--- src/rtl/tifr_pkg.sv ---
package tifr_pkg;
  localparam int NFLAG = 4;
  // flag index: 3 cmpa, 2 cmpb, 1 ovf1, 0 ovf0
  localparam int FLAG_POS [NFLAG] = '{1, 2, 5, 6};

  function automatic logic [7:0] flag_mask();
    logic [7:0] m;
    m = '0;
    for (int i = 0; i < NFLAG; i++) m[FLAG_POS[i]] = 1'b1;
    return m;
  endfunction
endpackage

--- src/rtl/tifr_flag_cell.sv ---
module tifr_flag_cell #(
  parameter int CLR_DLY = 1
) (
  input  logic clk_i,
  input  logic rst_ni,
  input  logic set_i,
  input  logic wr_clr_i,
  input  logic ack_i,
  output logic flag_o
);
  logic flag_q;
  logic clr_w;

  generate
    if (CLR_DLY == 0) begin : g_imm
      assign clr_w = wr_clr_i;
    end else begin : g_dly
      logic [CLR_DLY-1:0] pend_q;
      always_ff @(posedge clk_i or negedge rst_ni) begin
        if (!rst_ni) begin
          pend_q <= '0;
        end else begin
          pend_q[0] <= wr_clr_i;
          for (int k = 1; k < CLR_DLY; k++) pend_q[k] <= pend_q[k-1];
        end
      end
      assign clr_w = pend_q[CLR_DLY-1];
    end
  endgenerate

  // set has priority over any clear
  always_ff @(posedge clk_i or negedge rst_ni) begin
    if (!rst_ni)                  flag_q <= 1'b0;
    else if (set_i)               flag_q <= 1'b1;
    else if (clr_w || ack_i)      flag_q <= 1'b0;
  end

  assign flag_o = flag_q;
endmodule

--- src/rtl/tifr_irq_gate.sv ---
module tifr_irq_gate #(
  parameter int N = 4
) (
  input  logic         gie_i,
  input  logic [N-1:0] ie_i,
  input  logic [N-1:0] flag_i,
  output logic [N-1:0] irq_o
);
  always_comb begin
    for (int i = 0; i < N; i++) irq_o[i] = gie_i & ie_i[i] & flag_i[i];
  end
endmodule

--- src/rtl/timer_irq_flags.sv ---
module timer_irq_flags #(
  parameter int DATA_W     = 8,
  parameter int T1_CLR_DLY = 1,
  parameter int T0_CLR_DLY = 0
) (
  input  logic              clk_i,
  input  logic              rst_ni,
  input  logic              wr_en_i,
  input  logic [DATA_W-1:0] wr_data_i,
  output logic [DATA_W-1:0] rd_data_o,
  input  logic              cmpa_evt_i,
  input  logic              cmpb_evt_i,
  input  logic              ovf1_evt_i,
  input  logic              ovf0_evt_i,
  input  logic              cmpa_ack_i,
  input  logic              cmpb_ack_i,
  input  logic              ovf1_ack_i,
  input  logic              ovf0_ack_i,
  input  logic              gie_i,
  input  logic              cmpa_ie_i,
  input  logic              cmpb_ie_i,
  input  logic              ovf1_ie_i,
  input  logic              ovf0_ie_i,
  output logic              cmpa_irq_o,
  output logic              cmpb_irq_o,
  output logic              ovf1_irq_o,
  output logic              ovf0_irq_o
);
  import tifr_pkg::*;

  localparam logic [7:0] USED_MASK = flag_mask();
  localparam logic [DATA_W-1:0] RSVD_MASK = DATA_W'(~USED_MASK);

  logic [NFLAG-1:0] evt_w, ack_w, ie_w, flag_w, irq_w, wclr_w;
  logic             unused_rsvd;

  assign evt_w = {cmpa_evt_i, cmpb_evt_i, ovf1_evt_i, ovf0_evt_i};
  assign ack_w = {cmpa_ack_i, cmpb_ack_i, ovf1_ack_i, ovf0_ack_i};
  assign ie_w  = {cmpa_ie_i,  cmpb_ie_i,  ovf1_ie_i,  ovf0_ie_i};

  assign unused_rsvd = ^(wr_data_i & RSVD_MASK);

  generate
    for (genvar i = 0; i < NFLAG; i++) begin : g_flag
      localparam int DLY = (i == 0) ? T0_CLR_DLY : T1_CLR_DLY;
      assign wclr_w[i] = wr_en_i & wr_data_i[FLAG_POS[i]];
      tifr_flag_cell #(.CLR_DLY(DLY)) u_cell (
        .clk_i    (clk_i),
        .rst_ni   (rst_ni),
        .set_i    (evt_w[i]),
        .wr_clr_i (wclr_w[i]),
        .ack_i    (ack_w[i]),
        .flag_o   (flag_w[i])
      );
    end
  endgenerate

  always_comb begin
    rd_data_o = '0;
    for (int i = 0; i < NFLAG; i++) rd_data_o[FLAG_POS[i]] = flag_w[i];
  end

  tifr_irq_gate #(.N(NFLAG)) u_gate (
    .gie_i  (gie_i),
    .ie_i   (ie_w),
    .flag_i (flag_w),
    .irq_o  (irq_w)
  );

  assign {cmpa_irq_o, cmpb_irq_o, ovf1_irq_o, ovf0_irq_o} = irq_w;
endmodule

--- config.mk ---
export PLATFORM = sky130hd
export DESIGN_NAME = timer_irq_flags
export DESIGN_NICKNAME = d
export VERILOG_FILES = /design/src/rtl/tifr_pkg.sv /design/src/rtl/tifr_flag_cell.sv /design/src/rtl/tifr_irq_gate.sv /design/src/rtl/timer_irq_flags.sv
export SDC_FILE = /design/constraint.sdc
export NUM_CORES = 1
export LEC_CHECK = 0
export BUFFER_PORTS_ARGS = -buffer_cell sky130_fd_sc_hd__buf_2
export CORE_AREA = 2 2 39 41
export DETAILED_ROUTE_END_ITERATION = 16
export DIE_AREA = 0 0 41 43
export PLACE_DENSITY = 0.61
export RECOVER_POWER = 100
export SYNTH_ARGS = -nofsm -noshare
export SYNTH_HDL_FRONTEND = slang
export SYNTH_HIERARCHICAL = 1
export SYNTH_SLANG_ARGS = --single-unit
--- constraint.sdc ---
create_clock -name clk_i -period 0.8 [get_ports clk_i]
set_input_delay 0.08 -clock clk_i [delete_from_list [all_inputs] [get_ports clk_i]]
set_output_delay 0.08 -clock clk_i [all_outputs]
set_load 0.05 [all_outputs]
==> metrics.yaml <==
placement:
  dp_hpwl_um: 578
  place_congestion: 0.568
  io_buffers: 27
worst_setup_path:
  cp_slowest_stage_delay_ns: 0.40
  rrSetupSlack_ns: -0.07
  r2r_end: "g_flag[0].u_cell/flag_o"
  r2r_cells: 3
  cp-start-kind: "register"
  crit_buf_inv: 1
  path_cells: "and3_4 > buf_8"
  slowest_stage: "dfrtp_2"
  reg2reg_from: "g_flag[0].u_cell/flag_o"
  end_kind: "output port"
  cp_num_cells: 2
  crit_end: "cmpb_irq_o"
  crit_required_ns: 0.72
  worstSetupPathType: "register to output port"
  crit_fanout: 2
  cp.arrival_ns: 0.95
  cp_top_family: "flip-flops"
  worstSetupStartpoint: "g_flag[2].u_cell/flag_o"
route:
  detail-route-antenna-nets: 0
  viasPerCell: 3.88
  drc: 0
  wl_um: 731
  post_drt_wl_per_cell_um: 8.91
  dr.pass1.iters: 1
  vias: 318
  dr.first_iter.drc_count: 0
layout:
  multiInputGateArea_um2: 130
  area.growth.synth_to_final_pct: 107
  diodes: 0
  seq_area_um2: 180
  fin_nets: 91
  final_util_pct: 45.5
  n_fill_cell: 141
  drive_gt1_share_pct: 60.6
yosys:
  syn_avg_cell_area_um2: 10.9
  synth_cells: 28
  synth.distinct_cells: 7
  ys_top_cells_by_area: "dfrtp_1, a21o_1, buf_4"
  synth_largest_area_cell: "dfrtp_1"
  synth_seq_cells: 7
  ys.flop_type: "dfrtp_1"
  synth_area_um2: 304
  synth_edf_count: 0
  yosysWarnings: 6
  async_reset_ff_share_pct: 100
  synth_top_area_share_pct: 57.6
  yosysSeqAreaShare_pct: 57.6
  yosysMostFrequentCell: "dfrtp_1"
timing:
  hold_viol: 0
  timing.fmax_ghz: 0.967
  setup_viol: 9
  worst_slack_ns: -0.234
  maxSlewViolCount: 0
  fin_crit_ns: 1.03
  skew_ns: 0.000557
  rsz0062_at_grt: "yes"
  fin_crit_sh_pct: 129
floorplan:
  ios: 36
  die_h_um: 43
  die_x_um: 41
  dieArea_um2: 1760
  core_area_um2: 1380
  rows: 14
  start_util_pct: 22.0
grt:
  grt_usage_pct: 10.4
  grt_max_degree: 8
  grt_pass1_vias: 315
  grt_pass1_wl_um: 1160
  grt_antenna_before_repair: 0
  grt-ovfl-total: 0
cts:
  clk-insertion-delay-late_ns: 0.25
  cts.clk_slew.worst_paths_ns: 0.05
  numCtsBuffers: 3
  root_buffer: "clkbuf_4"
  ctsHtreeMaxLevel: 1
  cts_tree: "yes"
  clockBufferDepth: 2
  cts.sinks: 7
job:
  max_cap_viol_count: 0
worst_hold_path:
  holdCritPathClass: "primary input to register"
power:
  power.total_uw: 1050
  peakVddDrop_v: 0.000801
  p_per_area_nw_per_um2: 1660
  p_leak_uw: 0.000324
run_status:
  status: "finished with violations"
  violations: "negative setup slack"
[layout make-up]
cell class | instances | area share (%)
tap | 16 | 3.18
clock buffer | 4 | 4.17
multi-input combinational | 20 | 20.7
timing repair buffer | 35 | 43.3
sequential | 7 | 28.6
[report_power, final]
part           internal, µW  total (µW)  switching, µW
logic                   151         340            189
registers               379         390           10.3
clock network           190         317            126
total                   721        1050            326
[routing by layer]
layer	routed length, µm	GRT usage [%]	share of wire [%]
met1	253	9.63	35
met2	351	15.3	48
met3	100	5.24	14
met4	25	10.0	3.4
met5	0	0	0
[cell families (layout without fill, tap and decap cells)]
family                 count (synthesis)  after routing  synth area share (%)
and+or+nand+nor                       12             12                  21.4
DFF                                    7              7                  57.6
other                                  1              4                  1.23
buffers and inverters                  4             39                  9.88
AOI/OAI and AO/OA                      4              4                  9.88
[sequential cells by signal (all words and copies together) (netlist names)]
register	cells
g_flag.u_cell/clr_w	3
g_flag.u_cell/flag_o	4
[layout by cell type, fill, tap and decap left out]
cell type / synthesis / routed
buf_2: 0 / 17
buf_4: 4 / 2
dfrtp_1: 7 / 3
buf_8: 0 / 5
and3_4: 0 / 4
and2_0: 0 / 2
dfrtp_2: 0 / 4
buf_6: 0 / 5
nor2_1: 4 / 4
clkbuf_1: 0 / 4
a21o_1: 4 / 4
clkbuf_4: 0 / 3
and2_1: 4 / 2
conb_1: 1 / 4
dlygate4sd3_1: 0 / 3
[worst reg2reg max path: stages (launching register included)]
cell     delay [ns]
dfrtp_2        0.40
buf_6          0.12
buf_6          0.10
a21o_1         0.14
[how the worst min path moves through the flow]
stage	slack (ns)	from	end	depth (start not counted)
floorplan	-0.22	rst_ni	g_flag[0].u_cell/flag_o	0
global placement	-0.08	rst_ni	g_flag[2].u_cell/clr_w	1
detailed placement	-0.08	rst_ni	g_flag[2].u_cell/clr_w	1
CTS	0.0007	ovf1_evt_i	g_flag[1].u_cell/flag_o	2
global route	0.006	cmpa_evt_i	g_flag[3].u_cell/flag_o	2
finish	0.01	ovf0_evt_i	g_flag[0].u_cell/flag_o	2
[metrics by stage]
step / hold slack (ns) / worst slack (ns) / setup TNS [ns] / cell area [µm²] / std cells
floorplan: -0.216 / -0.112 / -0.450 / 340 / 31
global placement: -0.0827 / -0.0297 / -0.106 / 495 / 74
detailed placement: -0.0804 / -0.0363 / -0.130 / 495 / 74
CTS: 0.000745 / -0.245 / -1.90 / 612 / 80
global route: 0.00633 / -0.274 / -2.11 / 629 / 82
finish: 0.0133 / -0.234 / -1.78 / 629 / 82
[timing repair]
| action | in CTS | in global routing |
|---|---|---|
| endpoints found under the setup margin | 8 | 11 |
| hold buffers | 1 | 2 |
| endpoints found under the hold margin | 7 | 2 |
| gates resized for setup | 22 | 1 |
| buffers inserted | 1 | 0 |
| pin swaps | 4 | 0 |
| cloned | 0 | 0 |
Power figures use the tool's default switching activity.
